==> config.mk <==
export PLATFORM = sky130hd
export DESIGN_NAME = clk_switch_seq
export DESIGN_NICKNAME = d
export VERILOG_FILES = /design/src/rtl/clksw_pkg.sv /design/src/rtl/clksw_ctrl.sv /design/src/rtl/clksw_settle.sv /design/src/rtl/clksw_osc_gate.sv /design/src/rtl/clk_switch_seq.sv
export SDC_FILE = /design/constraint.sdc
export NUM_CORES = 1
export LEC_CHECK = 0
export BUFFER_PORTS_ARGS = -buffer_cell sky130_fd_sc_hd__buf_4
export CAP_MARGIN = 20
export CELL_PAD_IN_SITES_DETAIL_PLACEMENT = 1
export CELL_PAD_IN_SITES_GLOBAL_PLACEMENT = 1
export CORE_MARGIN = 2
export CORE_UTILIZATION = 37
export DETAILED_ROUTE_END_ITERATION = 8
export PLACE_DENSITY = 0.77
export SLEW_MARGIN = 20
export SYNTH_ARGS = -nofsm -noshare
export SYNTH_HDL_FRONTEND = slang
export SYNTH_SLANG_ARGS = --single-unit
export TNS_END_PERCENT = 20
==> constraint.sdc <==
create_clock -name clk -period 1.5 [get_ports clk]
set_input_delay 0.15 -clock clk [delete_from_list [all_inputs] [get_ports clk]]
set_output_delay 0.15 -clock clk [all_outputs]
set_load 0.01 [all_outputs]
==> src/rtl/clksw_pkg.sv <==
package clksw_pkg;
  localparam int SRC_W = 3;
  localparam int OSC_N = 4;

  typedef logic [SRC_W-1:0] src_code_t;
  typedef logic [OSC_N-1:0] osc_mask_t;

  localparam src_code_t SRC_FRC    = 3'd0;
  localparam src_code_t SRC_FRCPLL = 3'd1;
  localparam src_code_t SRC_PRI    = 3'd2;
  localparam src_code_t SRC_PRIPLL = 3'd3;
  localparam src_code_t SRC_SOSC   = 3'd4;
  localparam src_code_t SRC_LPRC   = 3'd5;

  localparam int OSC_FRC  = 0;
  localparam int OSC_PRI  = 1;
  localparam int OSC_SOSC = 2;
  localparam int OSC_LPRC = 3;

  typedef enum logic [2:0] {
    ST_IDLE, ST_EVAL, ST_OST, ST_PLL, ST_SETTLE
  } seq_state_e;

  function automatic logic src_valid(input src_code_t c);
    return c <= SRC_LPRC;
  endfunction

  function automatic logic src_xtal(input src_code_t c);
    return (c == SRC_PRI) || (c == SRC_PRIPLL);
  endfunction

  function automatic logic src_pll(input src_code_t c);
    return (c == SRC_FRCPLL) || (c == SRC_PRIPLL);
  endfunction

  function automatic osc_mask_t src_need(input src_code_t c);
    osc_mask_t m;
    m = '0;
    case (c)
      SRC_FRC, SRC_FRCPLL: m[OSC_FRC]  = 1'b1;
      SRC_PRI, SRC_PRIPLL: m[OSC_PRI]  = 1'b1;
      SRC_SOSC:            m[OSC_SOSC] = 1'b1;
      SRC_LPRC:            m[OSC_LPRC] = 1'b1;
      default:             m = '0;
    endcase
    return m;
  endfunction

  function automatic logic pll_hop(input src_code_t from_c, input src_code_t to_c);
    return src_pll(from_c) && src_pll(to_c) && (from_c != to_c);
  endfunction

  function automatic logic request_ok(input src_code_t cur_c, input src_code_t tgt_c);
    return src_valid(tgt_c) && (tgt_c != cur_c) && !pll_hop(cur_c, tgt_c);
  endfunction

  function automatic osc_mask_t keep_mask(input logic wdt, input logic fscm, input logic sosc);
    osc_mask_t m;
    m = '0;
    m[OSC_LPRC] = wdt | fscm;
    m[OSC_SOSC] = sosc;
    return m;
  endfunction
endpackage

==> src/rtl/clksw_ctrl.sv <==
module clksw_ctrl
  import clksw_pkg::*;
(
  input  logic       clk,
  input  logic       rst_n,
  input  logic       sw_go,
  input  src_code_t  req_src,
  input  src_code_t  cur_src,
  input  logic       ost_done,
  input  logic       pll_locked,
  input  logic       settle_done,
  output logic       sw_en,
  output src_code_t  tgt_src,
  output seq_state_e state,
  output logic       evt_accept,
  output logic       evt_reject,
  output logic       evt_ost_pass,
  output logic       evt_ready,
  output logic       settle_run
);
  logic req_good;

  assign req_good     = request_ok(cur_src, tgt_src);
  assign evt_accept   = (state == ST_EVAL) && req_good;
  assign evt_reject   = (state == ST_EVAL) && !req_good;
  assign evt_ost_pass = (state == ST_OST) && (!src_xtal(tgt_src) || ost_done);
  assign evt_ready    = (state == ST_PLL) && (!src_pll(tgt_src) || pll_locked);
  assign settle_run   = (state == ST_SETTLE);

  always_ff @(posedge clk or negedge rst_n) begin
    if (!rst_n) begin
      state   <= ST_IDLE;
      sw_en   <= 1'b0;
      tgt_src <= SRC_FRC;
    end else begin
      case (state)
        ST_IDLE: begin
          if (sw_go) begin
            sw_en   <= 1'b1;
            tgt_src <= req_src;
            state   <= ST_EVAL;
          end
        end
        ST_EVAL: begin
          if (req_good) begin
            state <= ST_OST;
          end else begin
            state <= ST_IDLE;
            sw_en <= 1'b0;
          end
        end
        ST_OST: begin
          if (evt_ost_pass) state <= ST_PLL;
        end
        ST_PLL: begin
          if (evt_ready) state <= ST_SETTLE;
        end
        ST_SETTLE: begin
          if (settle_done) begin
            state <= ST_IDLE;
            sw_en <= 1'b0;
          end
        end
        default: begin
          state <= ST_IDLE;
          sw_en <= 1'b0;
        end
      endcase
    end
  end
endmodule

==> src/rtl/clksw_settle.sv <==
module clksw_settle #(
  parameter int TICKS = 10
) (
  input  logic clk,
  input  logic rst_n,
  input  logic start,
  input  logic run,
  input  logic tick,
  output logic done
);
  localparam int CNT_W = (TICKS > 1) ? $clog2(TICKS) : 1;
  localparam logic [CNT_W-1:0] LAST = CNT_W'(TICKS - 1);

  logic [CNT_W-1:0] cnt;

  assign done = run && tick && (cnt == LAST);

  always_ff @(posedge clk or negedge rst_n) begin
    if (!rst_n) begin
      cnt <= '0;
    end else if (start) begin
      cnt <= '0;
    end else if (run && tick && !done) begin
      cnt <= cnt + 1'b1;
    end
  end
endmodule

==> src/rtl/clksw_osc_gate.sv <==
module clksw_osc_gate
  import clksw_pkg::*;
#(
  parameter src_code_t RST_SRC = SRC_FRC
) (
  input  logic      clk,
  input  logic      rst_n,
  input  logic      evt_accept,
  input  logic      evt_handover,
  input  src_code_t tgt_src,
  input  src_code_t cur_src,
  input  logic      wdt_en,
  input  logic      fscm_en,
  input  logic      sosc_keep,
  output osc_mask_t osc_en,
  output logic      pll_en
);
  osc_mask_t held_old;

  assign held_old = src_need(cur_src) & keep_mask(wdt_en, fscm_en, sosc_keep);

  always_ff @(posedge clk or negedge rst_n) begin
    if (!rst_n) begin
      osc_en <= src_need(RST_SRC);
      pll_en <= src_pll(RST_SRC);
    end else if (evt_handover) begin
      osc_en <= src_need(tgt_src) | held_old;
      pll_en <= src_pll(tgt_src);
    end else if (evt_accept) begin
      osc_en <= osc_en | src_need(tgt_src);
      pll_en <= pll_en | src_pll(tgt_src);
    end
  end
endmodule

==> src/rtl/clk_switch_seq.sv <==
module clk_switch_seq
  import clksw_pkg::*;
#(
  parameter int        SETTLE_TICKS = 10,
  parameter src_code_t RST_SRC      = SRC_FRC
) (
  input  logic       clk,
  input  logic       rst_n,
  input  logic       sw_go,
  input  logic [2:0] req_src,
  input  logic       ost_done,
  input  logic       pll_locked,
  input  logic       newclk_tick,
  input  logic       wdt_en,
  input  logic       fscm_en,
  input  logic       sosc_keep,
  input  logic       cf_evt,
  output logic       sw_en,
  output logic [2:0] cur_src,
  output logic [3:0] osc_en,
  output logic       pll_en,
  output logic       lock_sts,
  output logic       cf_sts
);
  src_code_t  tgt_src;
  seq_state_e seq_state;
  logic       evt_accept, evt_reject, evt_ost_pass, evt_ready;
  logic       settle_run, evt_handover;

  clksw_ctrl u_ctrl (
    .clk          (clk),
    .rst_n        (rst_n),
    .sw_go        (sw_go),
    .req_src      (req_src),
    .cur_src      (cur_src),
    .ost_done     (ost_done),
    .pll_locked   (pll_locked),
    .settle_done  (evt_handover),
    .sw_en        (sw_en),
    .tgt_src      (tgt_src),
    .state        (seq_state),
    .evt_accept   (evt_accept),
    .evt_reject   (evt_reject),
    .evt_ost_pass (evt_ost_pass),
    .evt_ready    (evt_ready),
    .settle_run   (settle_run)
  );

  clksw_settle #(.TICKS(SETTLE_TICKS)) u_settle (
    .clk   (clk),
    .rst_n (rst_n),
    .start (evt_ready),
    .run   (settle_run),
    .tick  (newclk_tick),
    .done  (evt_handover)
  );

  clksw_osc_gate #(.RST_SRC(RST_SRC)) u_gate (
    .clk          (clk),
    .rst_n        (rst_n),
    .evt_accept   (evt_accept),
    .evt_handover (evt_handover),
    .tgt_src      (tgt_src),
    .cur_src      (cur_src),
    .wdt_en       (wdt_en),
    .fscm_en      (fscm_en),
    .sosc_keep    (sosc_keep),
    .osc_en       (osc_en),
    .pll_en       (pll_en)
  );

  always_ff @(posedge clk or negedge rst_n) begin
    if (!rst_n) begin
      cur_src  <= RST_SRC;
      lock_sts <= 1'b0;
      cf_sts   <= 1'b0;
    end else begin
      if (evt_handover) cur_src <= tgt_src;
      if (evt_accept) lock_sts <= 1'b0;
      else if (evt_ready && src_pll(tgt_src)) lock_sts <= 1'b1;
      if (evt_accept) cf_sts <= 1'b0;
      else if (cf_evt) cf_sts <= 1'b1;
    end
  end
endmodule

# After elaboration in Yosys (flattened, before gate mapping)
# Index checks and enable logic that the tools add are counted.
[op_classes]
n_addsub = 1
multipliers = 0
n_div = 0
n_lt_le_gt_ge = 1
eq_ne = 22
n_shift = 0
mux = 40
bitwise = 6
n_reduce_logical = 35
[op_table]
columns = ["op", "count"]
rows = [
  ["1-bit 2-to-1 mux", 29],
  ["3-bit by 2-bit == test with 1-bit output (second input constant)", 6],
  ["4-bit 2-to-1 mux", 4],
  ["3-bit == test (second input constant)", 5],
  ["3-bit case mux with 5 select lines", 1],
  ["3-bit 2-to-1 mux", 4],
  ["1-bit logical AND", 11],
  ["2-bit != test (second input constant)", 5],
  ["2-bit OR reduction", 5],
  ["3-bit by 1-bit == test with 1-bit output (second input constant)", 3],
  ["3-bit zero test", 3],
  ["4-bit bitwise OR", 2],
  ["4-bit AND reduction", 2],
  ["2-bit nonzero test", 4],
  ["3-bit != test", 2],
  ["1-bit logical OR", 5],
  ["4-bit by 1-bit adder with 4-bit output (second input constant)", 1],
  ["4-bit bitwise AND", 1],
  ["4-bit == test (second input constant)", 1],
  ["1-bit zero test", 4],
  ["1-bit case mux with 4 select lines", 1],
  ["3-bit <= comparator (second input constant)", 1],
  ["2-bit 2-to-1 mux", 1],
  ["1-bit bitwise OR", 2],
  ["2 further kinds", 2],
]
[word_totals]
ff_bits = 21
latchBits = 0
ram_bits = 0
mem_bits_ro = 0
input_bits = 13
word_cells = 114
n_memories = 0

# Depth between registers and ports, before layout
[depth]
word_depth = 12
depth_mapped = 7
mapped_depth_nobuf = 6

# By module
# Synthesis repeated with hierarchy kept, for this count alone.
[unflattened]
cells_unflattened = 108
area_unflattened_um2 = 1122.3
[modules_own_cells]
columns = ["mod", "n_inst", "cells_each", "area_per_inst_um2", "seq_area_each_um2"]
rows = [
  ["clksw_ctrl", 1, 49, 465.4, 175.2],
  ["clksw_settle", 1, 26, 239.0, 100.1],
  ["clksw_osc_gate", 1, 20, 235.2, 126.4],
  ["clk_switch_seq", 1, 13, 182.7, 125.1],
]

# Worst setup path after synthesis
# OpenSTA, ideal clock, no wires.
[synth_timing]
path_type = "reg-to-reg"
from = "register u_settle.cnt[0]"
to = "register u_gate.osc_en[2]"
t_arrival_ps = 1457
path_slack_ps = -83
stages_incl_launch_ff = 7
period_less_slack_ps = 1583
path_cell_list = "dfrtp_1 > ha_1 > nand3b_1 > nand2b_1 > buf_2 > o21ba_2 > a221o_1"
[synth_via]
elab_chain_cells = 3
elab_cells_between_ends = 4
[synth_lines]
columns = ["element", "line", "source"]
rows = [
  ["start: declaration", "clksw_settle.sv:14", "logic [CNT_W-1:0] cnt;"],
  ["start signal: assignment", "clksw_settle.sv:24", "cnt <= cnt + 1'b1;"],
  ["4-bit == test *", "clksw_settle.sv:16", "assign done = run && tick && (cnt == LAST);"],
  ["1-bit logical AND *", "clksw_settle.sv:16", ""],
  ["4-bit 2-to-1 mux / 2-bit nonzero test (equally long branches)", "n/a", ""],
  ["end signal: assignment", "clksw_osc_gate.sv:24", "osc_en <= src_need(RST_SRC);"],
  ["end signal: assignment", "clksw_osc_gate.sv:27", "osc_en <= src_need(tgt_src) | held_old;"],
  ["end signal: assignment", "clksw_osc_gate.sv:30", "osc_en <= osc_en | src_need(tgt_src);"],
  ["end: declaration", "clksw_osc_gate.sv:15", "output osc_mask_t osc_en,"],
]
# Every way passes the cells marked *; elsewhere a longest branch is shown, timed or not.
# A chain may end at the register's enable or synchronous reset.

# Final worst setup path
[layout_timing]
from = "register cur_src[0]"
to = "register u_ctrl.state[1]"
[layout_via]
elab_chain_cells = 8
elab_cells_between_ends = 12
[layout_lines]
columns = ["element", "line", "source"]
rows = [
  ["start: declaration", "clk_switch_seq.sv:19", "output logic [2:0] cur_src,"],
  ["start signal: assignment", "clk_switch_seq.sv:78", "if (evt_handover) cur_src <= tgt_src;"],
  ["3-bit by 1-bit == test with 1-bit output / 3-bit by 2-bit == test with 1-bit output (equally long branches)", "clksw_pkg.sv:33", "return (c == SRC_FRCPLL) || (c == SRC_PRIPLL);"],
  ["1-bit logical OR", "clksw_pkg.sv:33", ""],
  ["1-bit logical AND (2 in series)", "clksw_pkg.sv:50", "return src_pll(from_c) && src_pll(to_c) && (from_c != to_c);"],
  ["1-bit zero test", "clksw_pkg.sv:54", "return src_valid(tgt_c) && (tgt_c != cur_c) && !pll_hop(cur_c, tgt_c);"],
  ["1-bit logical AND *", "clksw_pkg.sv:54", ""],
  ["2-bit 2-to-1 mux *", "clksw_ctrl.sv:45", "if (req_good) begin"],
  ["3-bit case mux with 5 select lines *", "clksw_ctrl.sv:36", "case (state)"],
  ["end signal: assignment", "clksw_ctrl.sv:41", "state <= ST_EVAL;"],
  ["end signal: assignment", "clksw_ctrl.sv:46", "state <= ST_OST;"],
  ["end signal: assignment", "clksw_ctrl.sv:48", "state <= ST_IDLE;"],
  ["end: declaration", "clksw_ctrl.sv:14", "output seq_state_e state,"],
]
# Marks and branches as above.

==> metrics.md <==
| Metric | Value |
|---|---|
| Die ar. | `0.00354 mm2` |
| Setup ws final | `-0.0746 ns` |
| DP Area | `0.00148 mm2` |
| Post-synthesis adder-cell area fraction | `2.19%` |
| Syn Inst Count | `108` |
| H-tree depth | `1` |
| GR Util met3 | `1.97%` |
| Row cnt | `20` |
| Crit share post-route | `105%` |
| Final hold vios | `0` |
| Final nets | `168` |
| Status | `finished with violations` |
| IO buf count | `23` |
| Crit path DAT | `1.76 ns` |
| Residual DRC | `0` |
| Max-Cap Viols | `0` |
| Synth Area in Compound Gates | `16.0%` |
| Routed vias | `991` |
| Vert. Die Dim | `59.5 um` |
| Max stage delay on crit path | `0.55 ns` |
| Antenna violations before repair | `0` |
| Largest net degree at the start of global routing | `22` |
| Met2 Usage GRT | `32.8%` |
| Synth-to-Final Area Change | `38.7%` |
| Worst Tran Pin Value | `0.304 ns` |
| Clk_lat worst skew | `0.31 ns` |
| Die Width | `59.5 um` |
| Critical Path RT | `1.69 ns` |
| CP Launch Type | `register` |
| # clock sinks | `21` |
| Post-layout util | `52.7%` |
| ANT cells | `0` |
| Grt total ovfl | `0` |
| Leak pwr | `0.753 nW` |
| Post-DP HPWL | `2210 um` |
| CP max stage cell | `or4_4` |
| Post-synth cell types | `42` |
| CP Buf/Inv Count | `0` |
| PD cells | `1530 mW/mm2` |
| Clock Path Buffers | `2` |
| Simple-gate area share of the yosys netlist | `17.9%` |
| Yosys reg bits | `21` |
| Maximum vdd drop | `0.663 mV` |
| Hold Crit Class | `in2reg` |
| CTS clk-pin slew, worst paths | `0.12 ns` |
| Share of layout cells above drive strength 1 | `45.4%` |
| Most frequent cells in the layout | `buf_4, dfrtp_1, nor2_1` |
| Slew Viols, Final | `0` |
| Vias/cell | `5.36` |
| Crit. End Element | `register` |
| Unrepaired setup endpoints after global routing | `yes` |
| CTS root buffer | `clkbuf_4` |
| Failing checks | `setup timing` |
| First-pass GRT wire length | `4890 um` |
| Synth warn | `0` |
| Pre-CTS setup slack | `-0.0957 ns` |
| Tot GR Track Use | `18.4%` |
| Avg Cell Area, Syn | `10.6 um2` |
| Mux cell area share after synthesis | `8.66%` |
| Register area share after synthesis | `46.2%` |
| M1 GR Usage | `22.4%` |
| Grt peak-use layer | `met2` |
| WL/cell | `15.7 um` |
| Post-Synth XOR/XNOR Area | `4.61%` |
| Design area | `0.00158 mm2` |
| CP cell instances | `or4_4 -> o21a_1 -> o211ai_4 -> o21ai_1` |
| Initial DRC count | `16` |
| CTS buffer count | `3` |
| Post-DRT Antenna Nets | `0` |
| DRT Pass-1 Iters | `4` |
| Mapped Area | `0.00114 mm2` |
| Fill count | `337` |
| TritonCTS clock tree | `built` |
| I/O pin total | `24` |
| Relative slew slack | `79.7%` |
| Post-synth net total | `123` |
| Main combinational cell family by area after synthesis | `simple AND/OR/NAND/NOR gates` |
| Commonest non-fill, non-tap cell in the layout | `buf_4` |
| Number of global-route vias before repair | `1070` |
| Fmax achieved | `635 MHz` |
| GP Congestion | `0.763` |
| Core area | `0.00300 mm2` |
| Final Skew | `0.00388 ns` |
| Tmin final | `1.57 ns` |
| Crit-path leading delay family | `simple AND/OR/NAND/NOR gates` |
| Critical Path Fanout Max | `5` |
| Setup violators final | `8` |
| Drt total wl | `2900 um` |
| Starting Density | `38.0%` |
| Setup CP Type | `reg2reg` |
==> kinds of logic after synthesis <==
family                     after synthesis
adders and majority gates                2
xor gates and xnor gates                 6
AOI/OAI and AO/OA                       27
and+or+nand+nor                         34
buffers and inverters                    9
DFF                                     21
muxes                                    9
==> per-layer routing <==
layer,routed length [um],share of wire (%)
met1,1260,43
met2,1540,53
met4,36,1.2
met5,0,0
met3,64,2.2
==> power by group <==
part	leakage, nW	internal (mW)	total [mW]	switching [mW]
clock	0.0150	0.104	0.279	0.175
combinational	0.482	0.641	1.29	0.644
sequential	0.256	0.733	0.860	0.128
==> final cells by class <==
type                            count  area (um2)  area share, %
Multi-Input combinational cell     78         629           39.8
Clock buffer                        4        26.3           1.66
Tap cell                           33        41.3           2.61
Sequential cell                    21         527           33.3
Inverter                            4        15.0          0.949
Timing Repair Buffer               45         344           21.7
==> flip-flops by register name (all words and copies together) (netlist names) <==
signal          count
u_gate.pll_en       1
u_gate.osc_en       4
u_ctrl.sw_en        1
u_ctrl.state        3
lock_sts            1
u_ctrl.tgt_src      3
cur_src             3
u_settle.cnt        4
cf_sts              1
==> metrics by stage <==
stage	cells	total power [mW]	setup TNS, ns	hold slack, ns
2_1_floorplan	108	1.57	-0.212	-0.146
3_3_place_gp	179	1.98	-0.0793	0.0487
3_5_place_dp	179	2.04	-0.331	0.0554
4_1_cts	185	2.36	-0.481	0.0422
5_1_grt	185	2.60	-0.837	0.0478
6_report	185	2.42	-0.358	0.0477
==> repair_timing <==
item                                    in CTS  in global routing
endpoints found under the setup margin      11                 15
gates resized for setup                      4                  8
hold buffers                                 1                  0
pin swaps                                    2                  3
endpoints found under the hold margin       21                  0
setup buffers                                1                  0
==> final timing paths <==
check | startpoint | to | slack [ns] | cells past startpoint
hold reg to reg | cf_sts | cf_sts | 0.50 | 1
hold / removal | cf_evt | cf_sts | 0.05 | 2
min in group asynchronous | rst_n | u_ctrl.tgt_src[1] | 0.25 | 2
max in group asynchronous | rst_n | u_gate.osc_en[0] | 0.98 | 2
setup / recovery | cur_src[0] | u_ctrl.state[1] | -0.07 | 4
setup reg to reg | cur_src[0] | u_ctrl.state[1] | -0.07 | 4
==> cells in the mapped netlist <==
cell type,n,area (um2)
mux2_2,6,67.6
a21oi_1,7,35.0
o21a_1,2,15.0
o21ai_0,6,30.0
dfrtp_1,20,500
and4b_1,1,10.0
nor3_1,1,5.00
a211o_1,1,8.76
nor2_1,7,26.3
buf_2,2,10.0
clkbuf_1,1,3.75
nand3b_1,3,22.5
o221ai_1,1,8.76
a211oi_1,1,7.51
o21bai_1,1,7.51
nor4b_1,1,8.76
and3_1,1,6.26
a221o_1,1,10.0
buf_6,2,22.5
mux2i_1,2,20.0
o21ai_1,1,5.00
o21ai_2,1,8.76
o211ai_1,1,7.51
nand4_1,1,6.26
nor3b_1,3,22.5
o31ai_1,1,7.51
dfstp_2,1,26.3
nor2b_1,2,12.5
nand2_1,5,18.8
mux2_1,1,11.3
nand2b_1,4,25.0
a311oi_1,1,8.76
and2_1,1,6.26
xor2_1,5,43.8
inv_1,4,15.0
xnor2_1,1,8.76
nand3_1,2,10.0
ha_1,2,25.0
and4bb_2,1,12.5
o211ai_2,1,12.5
or4_4,1,11.3
o21ba_2,1,10.0
No activity file was read; power rests on OpenSTA's default activity.
